[src/rtl/lcd_tgen_pkg.sv]
package lcd_tgen_pkg;
    // raster phases in the order they occur on each axis
    typedef enum logic [1:0] {
        PH_SYNC  = 2'd0,
        PH_BACK  = 2'd1,
        PH_ACT   = 2'd2,
        PH_FRONT = 2'd3
    } tg_phase_e;
endpackage

[src/rtl/lcd_tgen_axis.sv]
module lcd_tgen_axis
    import lcd_tgen_pkg::*;
#(
    parameter int PORCH_W = 8,
    parameter int SIZE_W  = 11,
    localparam int CNT_W  = (SIZE_W > PORCH_W) ? SIZE_W : PORCH_W
) (
    input  logic               clk_i,
    input  logic               rst_ni,
    input  logic               hold_i,
    input  logic               step_i,
    input  logic [PORCH_W-1:0] sync_len_i,
    input  logic [PORCH_W-1:0] back_len_i,
    input  logic [SIZE_W-1:0]  act_len_i,
    input  logic [PORCH_W-1:0] front_len_i,
    output tg_phase_e          phase_o,
    output logic [CNT_W-1:0]   cnt_o,
    output logic               wrap_o
);
    typedef struct packed {
        tg_phase_e        phase;
        logic [CNT_W-1:0] cnt;
    } axis_st_t;

    axis_st_t         st_d, st_q;
    logic [CNT_W-1:0] lim;
    logic             last;

    always_comb begin
        unique case (st_q.phase)
            PH_SYNC:  lim = CNT_W'(sync_len_i);
            PH_BACK:  lim = CNT_W'(back_len_i);
            PH_ACT:   lim = CNT_W'(act_len_i);
            default:  lim = CNT_W'(front_len_i);
        endcase
        last   = (st_q.cnt == lim);
        wrap_o = step_i && !hold_i && last && (st_q.phase == PH_FRONT);

        st_d = st_q;
        if (hold_i) begin
            st_d = '{phase: PH_SYNC, cnt: '0};
        end else if (step_i) begin
            if (last) begin
                st_d.cnt   = '0;
                st_d.phase = tg_phase_e'(st_q.phase + 2'd1);
            end else begin
                st_d.cnt = st_q.cnt + 1'b1;
            end
        end
    end

    always_ff @(posedge clk_i or negedge rst_ni) begin
        if (!rst_ni) st_q <= '{phase: PH_SYNC, cnt: '0};
        else         st_q <= st_d;
    end

    assign phase_o = st_q.phase;
    assign cnt_o   = st_q.cnt;


    wrap_to_origin_chk: assert property (@(posedge clk_i) disable iff (!rst_ni)
        wrap_o |=> (phase_o == PH_SYNC && cnt_o == '0));
endmodule

[src/rtl/lcd_tgen_clkdiv.sv]
module lcd_tgen_clkdiv #(
    parameter int DIV_W = 8
) (
    input  logic             clk_i,
    input  logic             rst_ni,
    input  logic             run_i,
    input  logic [DIV_W-1:0] clkval_i,
    input  logic             upd_frame_i,
    input  logic             frame_end_i,
    output logic             tick_o,
    output logic             pclk_raw_o
);
    typedef struct packed {
        logic [DIV_W-1:0] div;
        logic [DIV_W-1:0] lim;
    } div_st_t;

    div_st_t st_d, st_q;
    logic    load;

    always_comb begin
        tick_o     = run_i && (st_q.div >= st_q.lim);
        pclk_raw_o = run_i && (st_q.div > (st_q.lim >> 1));
        load       = !upd_frame_i || !run_i || frame_end_i;

        st_d     = st_q;
        st_d.lim = load ? clkval_i : st_q.lim;
        st_d.div = (!run_i || tick_o) ? '0 : st_q.div + 1'b1;
    end

    always_ff @(posedge clk_i or negedge rst_ni) begin
        if (!rst_ni) st_q <= '0;
        else         st_q <= st_d;
    end


    tick_restarts_div_chk: assert property (@(posedge clk_i) disable iff (!rst_ni)
        tick_o |=> (st_q.div == '0));


    frame_hold_div_chk: assert property (@(posedge clk_i) disable iff (!rst_ni)
        (run_i && upd_frame_i && !frame_end_i) |=> $stable(st_q.lim));
endmodule

[src/rtl/lcd_tgen.sv]
module lcd_tgen
    import lcd_tgen_pkg::*;
#(
    parameter int PORCH_W = 8,
    parameter int SIZE_W  = 11,
    parameter int DIV_W   = 8,
    localparam int CNT_W  = (SIZE_W > PORCH_W) ? SIZE_W : PORCH_W
) (
    input  logic               clk_i,
    input  logic               rst_ni,
    input  logic               en_now_i,
    input  logic               en_frame_i,
    input  logic [PORCH_W-1:0] hsw_i,
    input  logic [PORCH_W-1:0] hbp_i,
    input  logic [SIZE_W-1:0]  hact_i,
    input  logic [PORCH_W-1:0] hfp_i,
    input  logic [PORCH_W-1:0] vsw_i,
    input  logic [PORCH_W-1:0] vbp_i,
    input  logic [SIZE_W-1:0]  vact_i,
    input  logic [PORCH_W-1:0] vfp_i,
    input  logic               inv_hs_i,
    input  logic               inv_vs_i,
    input  logic               inv_den_i,
    input  logic               pclk_edge_i,
    input  logic [DIV_W-1:0]   clkval_i,
    input  logic               clk_upd_frame_i,
    input  logic [1:0]         irq_pos_i,
    input  logic               irq_gen_en_i,
    input  logic               irq_frame_en_i,
    input  logic               irq_clr_i,
    output logic               hsync_o,
    output logic               vsync_o,
    output logic               den_o,
    output logic               pclk_o,
    output logic               pix_tick_o,
    output logic [SIZE_W-1:0]  col_o,
    output logic [SIZE_W-1:0]  row_o,
    output logic               irq_pend_o,
    output logic               irq_o
);
    typedef struct packed {
        logic run;
        logic pend;
    } top_st_t;

    top_st_t    st_d, st_q;
    logic       tick, pclk_raw, frame_end, h_wrap, den_act, frame_evt;
    tg_phase_e  h_phase, v_phase, evt_phase;
    logic [CNT_W-1:0] h_cnt, v_cnt;

    lcd_tgen_clkdiv #(.DIV_W(DIV_W)) i_div (
        .clk_i       (clk_i),
        .rst_ni      (rst_ni),
        .run_i       (st_q.run),
        .clkval_i    (clkval_i),
        .upd_frame_i (clk_upd_frame_i),
        .frame_end_i (frame_end),
        .tick_o      (tick),
        .pclk_raw_o  (pclk_raw)
    );

    lcd_tgen_axis #(.PORCH_W(PORCH_W), .SIZE_W(SIZE_W)) i_hax (
        .clk_i       (clk_i),
        .rst_ni      (rst_ni),
        .hold_i      (!st_q.run),
        .step_i      (tick),
        .sync_len_i  (hsw_i),
        .back_len_i  (hbp_i),
        .act_len_i   (hact_i),
        .front_len_i (hfp_i),
        .phase_o     (h_phase),
        .cnt_o       (h_cnt),
        .wrap_o      (h_wrap)
    );

    lcd_tgen_axis #(.PORCH_W(PORCH_W), .SIZE_W(SIZE_W)) i_vax (
        .clk_i       (clk_i),
        .rst_ni      (rst_ni),
        .hold_i      (!st_q.run),
        .step_i      (h_wrap),
        .sync_len_i  (vsw_i),
        .back_len_i  (vbp_i),
        .act_len_i   (vact_i),
        .front_len_i (vfp_i),
        .phase_o     (v_phase),
        .cnt_o       (v_cnt),
        .wrap_o      (frame_end)
    );

    always_comb begin
        unique case (irq_pos_i)
            2'd0:    evt_phase = PH_BACK;
            2'd1:    evt_phase = PH_SYNC;
            2'd2:    evt_phase = PH_ACT;
            default: evt_phase = PH_FRONT;
        endcase
        frame_evt = tick && (h_phase == PH_SYNC) && (h_cnt == '0)
                 && (v_phase == evt_phase) && (v_cnt == '0);

        st_d      = st_q;
        st_d.run  = en_now_i && (en_frame_i || (st_q.run && !frame_end));
        st_d.pend = frame_evt || (st_q.pend && !irq_clr_i);
    end

    always_ff @(posedge clk_i or negedge rst_ni) begin
        if (!rst_ni) st_q <= '0;
        else         st_q <= st_d;
    end

    assign den_act    = st_q.run && (h_phase == PH_ACT) && (v_phase == PH_ACT);
    assign hsync_o    = (st_q.run && h_phase == PH_SYNC) ^ inv_hs_i;
    assign vsync_o    = (st_q.run && v_phase == PH_SYNC) ^ inv_vs_i;
    assign den_o      = den_act ^ inv_den_i;
    assign pclk_o     = pclk_raw ^ pclk_edge_i;
    assign pix_tick_o = tick;
    assign col_o      = den_act ? h_cnt[SIZE_W-1:0] : '0;
    assign row_o      = den_act ? v_cnt[SIZE_W-1:0] : '0;
    assign irq_pend_o = st_q.pend;
    assign irq_o      = st_q.pend && irq_gen_en_i && irq_frame_en_i;


    den_in_blank_chk: assert property (@(posedge clk_i) disable iff (!rst_ni)
        (den_o != inv_den_i) |-> (hsync_o == inv_hs_i && vsync_o == inv_vs_i));


    stop_now_chk: assert property (@(posedge clk_i) disable iff (!rst_ni)
        !en_now_i |=> (col_o == '0 && row_o == '0 && !pix_tick_o));


    frame_finish_chk: assert property (@(posedge clk_i) disable iff (!rst_ni)
        (st_q.run && en_now_i && !frame_end) |=> st_q.run);


    pend_sticky_chk: assert property (@(posedge clk_i) disable iff (!rst_ni)
        (irq_pend_o && !irq_clr_i) |=> irq_pend_o);
endmodule

[config.mk]
export PLATFORM = sky130hd
export DESIGN_NAME = lcd_tgen
export DESIGN_NICKNAME = d
export VERILOG_FILES = /design/src/rtl/lcd_tgen_pkg.sv /design/src/rtl/lcd_tgen_axis.sv /design/src/rtl/lcd_tgen_clkdiv.sv /design/src/rtl/lcd_tgen.sv
export SDC_FILE = /design/constraint.sdc
export NUM_CORES = 1
export LEC_CHECK = 0
export CAP_MARGIN = 10
export CORE_MARGIN = 2
export CORE_UTILIZATION = 43
export CTS_CLUSTER_DIAMETER = 50
export DETAILED_ROUTE_END_ITERATION = 12
export GPL_ROUTABILITY_DRIVEN = 0
export PLACE_DENSITY = 0.84
export SLEW_MARGIN = 20
export SYNTH_ARGS = -nofsm -noshare
export SYNTH_HDL_FRONTEND = slang
export SYNTH_SLANG_ARGS = --single-unit
[constraint.sdc]
create_clock -name clk_i -period 2.75 [get_ports clk_i]
set_clock_uncertainty 0.05 [all_clocks]
set_input_delay 0.55 -clock clk_i [delete_from_list [all_inputs] [get_ports clk_i]]
set_output_delay 0.55 -clock clk_i [all_outputs]
set_load 0.01 [all_outputs]
======== Yosys cells after proc, flatten, opt, wreduce, memory -nomap -nowiden ========
Index checks and enable logic that the tools add are counted.
word-level totals
  flip-flop bits (word level) ............. 44
  bits in writable memories ............... 0
  output and inout bits ................... 29
  bits of input ports ..................... 92
  word-level logic and storage cells ...... 85
  latch bits .............................. 0
  ROM bits ................................ 0
  memories kept ........................... 0
operators by class
  reductions and logical operators ........ 37
  div/mod/pow operators ................... 0
  equality and inequality tests ........... 15
  bitwise logic cells ..................... 4
  add/subtract/negate cells ............... 5
  shifts and indexed selects .............. 0
  $lt $le $gt $ge ......................... 2
  mux-type cells .......................... 14
  multiply operators ...................... 0
operators by type and width
  cell                                                   number
  case mux 11 bit (3 select lines)                       2
  two-way mux 13 bit                                     4
  two-way mux 11 bit                                     4
  adder 11 x 1 -> 11 bit, second input constant          2
  equality test 11 bit                                   2
  zero test 11 bit                                       2
  logical AND 1 bit                                      21
  equality test 2 bit, second input constant             5
  adder 8 x 1 -> 8 bit, second input constant            1
  greater-or-equal comparator 8 bit                      1
  greater-than comparator 8 x 7 -> 1 bit                 1
  two-way mux 8 bit                                      1
  inequality test 2 x 1 -> 1 bit, second input constant  4
  equality test 2 x 1 -> 1 bit, second input constant    3
  zero test 2 bit                                        3
  case mux 2 bit (3 select lines)                        1
  logical OR 1 bit                                       5
  adder 2 x 1 -> 2 bit, second input constant            2
  zero test 1 bit                                        4
  two-way mux 2 bit                                      2
  AND reduction 2 bit                                    2
  bitwise XOR 1 bit                                      4
  equality test 2 bit                                    1

======== Logic depth before layout (Yosys ltp) ========
  depth after elaboration ................. 12
  depth in mapped cells ................... 11
  gate-level depth less buffers ........... 9

======== Cells and area by module ========
Synthesis repeated with hierarchy kept, for this count alone.
second synthesis, totals
  cell total of the unflattened synthesis .. 402
  area, all modules ....................... 3697.3 um^2
modules (own cells, without submodules)
  module           times used  area an instance (um^2)  cells each  sequential area each (um^2)
  lcd_tgen_axis    2           1123.6                   123         325.3
  lcd_tgen_clkdiv  1           1013.5                   102         400.4
  lcd_tgen         1           436.7                    54          50.0

======== Worst setup path after synthesis ========
OpenSTA, ideal clock, no wires.
  path kind ............................... reg-to-reg
  start point ............................. register i_vax.st_q, in the netlist i_vax.phase_o[0]
  end point ............................... register i_div.st_q[3] (netlist name)
  library setup time ...................... 0.128 ns
  stages on the path, launching flop included .. 11
  clock period less this slack ............ 2.873 ns
  slack ................................... -0.123 ns
  data arrival time ....................... 2.695 ns
  cells stage by stage .................... dfrtp_1 -> inv_1 -> ha_1 -> buf_2 -> a222oi_1 -> a21oi_1 -> xor2_1 -> or4_4 -> nor3_4 -> a31oi_4 -> mux2_1
between the ends
  cells in the longest elaborated chain, start to end .. 6
RTL lines
  what                                               line                   RTL
  start: declaration                                 lcd_tgen_axis.sv:25    axis_st_t st_d, st_q;
  start signal: assignment                           lcd_tgen_axis.sv:53    if (!rst_ni) st_q <= '{phase: PH_SYNC, cnt: '0};
  start signal: assignment                           lcd_tgen_axis.sv:54    else st_q <= st_d;
  equality test 2 bit, or another cell as far along  lcd_tgen_axis.sv:30    unique case (st_q.phase)
  case mux 11 bit (3 select lines)                   lcd_tgen_axis.sv:30
  equality test 11 bit                               lcd_tgen_axis.sv:36    last = (st_q.cnt == lim);
  logical AND 1 bit                                  lcd_tgen_axis.sv:37    wrap_o = step_i && !hold_i && last && (st_q.phase == PH_FRONT);
  logical AND 1 bit (*)                              lcd_tgen_axis.sv:37
  logical OR 1 bit (*)                               lcd_tgen_clkdiv.sv:24  load = !upd_frame_i || !run_i || frame_end_i;
  end signal: assignment                             lcd_tgen_clkdiv.sv:33  else st_q <= st_d;
  end: declaration                                   lcd_tgen_clkdiv.sv:18  div_st_t st_d, st_q;
Mark *: on every way between the ends. The rest lies on a longest branch, timed or not.
A chain may end at the register's enable or synchronous reset.

======== Final worst setup path ========
  start point ............................. register i_vax.st_q, in the netlist i_vax.phase_o[0]
  end point ............................... register i_vax.st_q, in the netlist i_vax.phase_o[0]
between the ends
  cells in the longest elaborated chain, start to end .. 5
RTL lines
  what                                               line
  equality test 2 bit, or another cell as far along  lcd_tgen_axis.sv:30
  case mux 11 bit (3 select lines)                   lcd_tgen_axis.sv:30
  equality test 11 bit                               lcd_tgen_axis.sv:36
  inequality test 2 x 1 -> 1 bit (no source line)    --
  AND reduction 2 bit (no source line)               --
Parallel ways exist; a longest one is shown, timed or not. The select of a mux whose other input is x is not followed.

==> results.py <==
metrics = {
    "outcome": {
        "status": "finished with violations",
        "violations": "negative setup slack",
    },
    "global_route": {
        "grt_max_degree": 26,
        "track_usage": 0.2533,
        "overflow": 0,
        "antenna_found_initial": 0,
        "first_global_vias": 4130,
        "grt_pass1_wl_mm": 19.84,
    },
    "routing": {
        "routed_wirelength_mm": 12.68,
        "drtIter0Drc": 261,
        "drc": 0,
        "dr.pass1.iters": 7,
        "vias_per_cell": 5.698,
        "wl_met1_mm": 4.925,
        "routed.top_layer": "met4",
        "met2_length_mm": 6.551,
        "vias": 3977,
        "antenna_left": 0,
        "met3WireLength_um": 816,
        "wl_per_cell_um": 18.17,
    },
    "final_layout": {
        "finalNetCount": 714,
        "fillers": 632,
        "stdcell_count": 698,
        "area_delta_synth_final_pct": 56.42,
        "finalInstanceArea_um2": 5942,
        "drive_above_1_share": 0.2034,
        "n_antenna_cell": 0,
    },
    "yosys": {
        "ys_warn_count": 0,
        "syn_area_um2": 3799,
        "netlist.area_leader.share": 0.2899,
        "yosysTopAreaCell": "dfrtp_1",
        "yosysMostFrequentCell": "dfrtp_1",
        "synth.top_cells.by_area": "dfrtp_1 29%, ha_1 11%, and2_1 4.8%",
        "synth_cell_type_count": 50,
        "synth-seq-area-share": 0.2899,
        "ys_async_sr_fraction": 1.000,
        "synth_ff_type": "dfrtp_1",
        "synthTopCellsByCount": "44 x dfrtp_1, 32 x ha_1, 30 x inv_1",
        "postSynthCellCount": 435,
        "ys_ff_latch": 44,
        "synth_nets": 559,
        "syn_avg_cell_area_um2": 8.733,
        "synth_edf_count": 0,
    },
    "placed_design": {
        "hpwl_mm": 9.037,
        "place_ws_ns": -0.4055,
        "portBuffers": 120,
        "dpl_cell_area_um2": 5431,
        "place_inst": 680,
    },
    "timing": {
        "rsz0062_at_grt": "true",
        "period_minus_slack_ns": 3.015,
        "worst_pin_slew_ns": 0.6338,
        "period_share": 1.096,
        "drv_slew": 0,
        "worst_hold_slack_ns": 0.2002,
        "tns_ns": -4.592,
        "fmax_ghz": 0.3316,
        "finalHoldViolations": 0,
        "finalSetupViolCount": 23,
        "relSlewSlack": 0.5775,
        "worst_slack_ns": -0.2653,
    },
    "cts": {
        "clk_pin_slew_ns": 0.09,
        "cts-root-buf": "clkbuf_8",
        "clk_path_buf_depth": 2,
        "cts_tree": "built",
        "cts_hold_buffers": 0,
        "numCtsBuffers": 5,
        "htree_num_levels": 2,
        "clock_latency_ns": 0.31,
        "cts.sinks": 44,
    },
    "worst_setup_path": {
        "cp.required_ns": 2.92,
        "cp-start-kind": "flop",
        "worstSetupPathType": "reg2reg",
        "critPathMaxFanout": 6,
        "arrival_ns": 3.18,
        "worstSetupEndpointType": "flop",
    },
    "floorplanning": {
        "start_util": 0.4399,
        "io_pins": 121,
        "die_area_um2": 9602,
        "die-height_um": 97.99,
        "core_um2": 8636,
        "die_x_um": 97.99,
        "rows": 34,
    },
    "power": {
        "power_density_nw_per_um2": 273.1,
        "peakVddDrop_uv": 268.7,
        "leakage_nw": 2.612,
    },
    "flow_run": {
        "drv_cap": 0,
    },
    "worst_hold_path": {
        "hold_class": "in2async",
    },
}
==> critical path: stages, from the launching register on <==
cell	delay [ns]
dfrtp_2	0.44
inv_4	0.07
ha_4	0.18
a222oi_1	0.47
a21oi_2	0.13
xor2_1	0.16
or4_4	0.53
nor3_4	0.25
buf_6	0.18
and3_4	0.22
mux2i_1	0.24
==> flip-flops by register name (all words and copies together) (netlist names) <==
name           cells
i_vax.cnt_o       11
i_hax.phase_o      2
st_q               1
i_div.st_q        16
irq_pend_o         1
i_vax.phase_o      2
i_hax.cnt_o       11
==> area by class of cell <==
cell class | count | area (um^2) | share of cell area
Tap cell | 108 | 135.1 | 0.02274
Multi-Input combinational cell | 332 | 2790 | 0.4696
Timing Repair Buffer | 177 | 1665 | 0.2803
Clock inverter | 2 | 60.06 | 0.01011
Sequential cell | 44 | 1105 | 0.1859
Inverter | 30 | 117.6 | 0.01979
Clock buffer | 5 | 68.82 | 0.01158
==> layout by cell type, fill, tap and decap left out, drive strengths merged, types with 16 or more instances in the layout <==
cell type,instances
o21a,17
inv,30
clkdlybuf4s50,93
ha,32
buf,59
dfrtp,44
nand2,27
xnor2,17
a222oi,16
dlygate4sd2,23
xor2,20
nor2,25
and2,29
==> power by group <==
group          internal, mW  total [mW]  switching [mW]
clock network         0.358       0.598           0.240
logic                 0.219       0.354           0.135
registers             0.659       0.671          0.0118
total                  1.24        1.62           0.387
==> per-stage QoR <==
step / utilization / power [mW]
2_1_floorplan: - / 0.8002
3_3_place_gp: 0.6289 / 1.004
3_5_place_dp: 0.6289 / 1.017
4_1_cts: 0.6707 / 1.611
5_1_grt: 0.6881 / 1.680
6_report: 0.6881 / 1.622
==> path summary, 6_finish.rpt <==
path,from,to,slack (ns),cells past startpoint
max,i_vax.phase_o[0],i_vax.phase_o[0],-0.27,10
min,rst_ni,i_vax.phase_o[0],0.20,1
max reg2reg,i_vax.phase_o[0],i_vax.phase_o[0],-0.27,10
min reg2reg,i_div.st_q[7],i_div.st_q[7],0.46,1
max in group asynchronous,rst_ni,i_div.st_q[12],1.73,2
min in group clk_i,i_div.st_q[7],i_div.st_q[7],0.46,1
==> timing repair <==
action                     in CTS  in global routing
buffers inserted                6                  4
gates cloned                    1                  0
pin swaps                      17                 20
resized for setup              60                 24
setup endpoints to repair      48                 35
==> kinds of logic (layout without fill, tap and decap cells) <==
family | after synthesis | after routing | share of synthesized area
and+or+nand+nor | 170 | 170 | 0.2507
xor gates and xnor gates | 37 | 37 | 0.08531
adders and majority gates | 32 | 32 | 0.1054
muxes | 19 | 19 | 0.05270
DFF | 44 | 44 | 0.2899
AOI/OAI and AO/OA | 74 | 74 | 0.1551
buffers and inverters | 59 | 214 | 0.06094
==> layer usage <==
| metal | vias up | GRT usage |
|---|---|---|
| li1 | 1861 | - |
| met1 | 1895 | 0.3000 |
| met2 | 178 | 0.4547 |
| met3 | 43 | 0.04295 |
| met4 | 0 | 0.1004 |
| met5 | - | 0 |
Note: power is estimated with default switching activity, not from simulation.
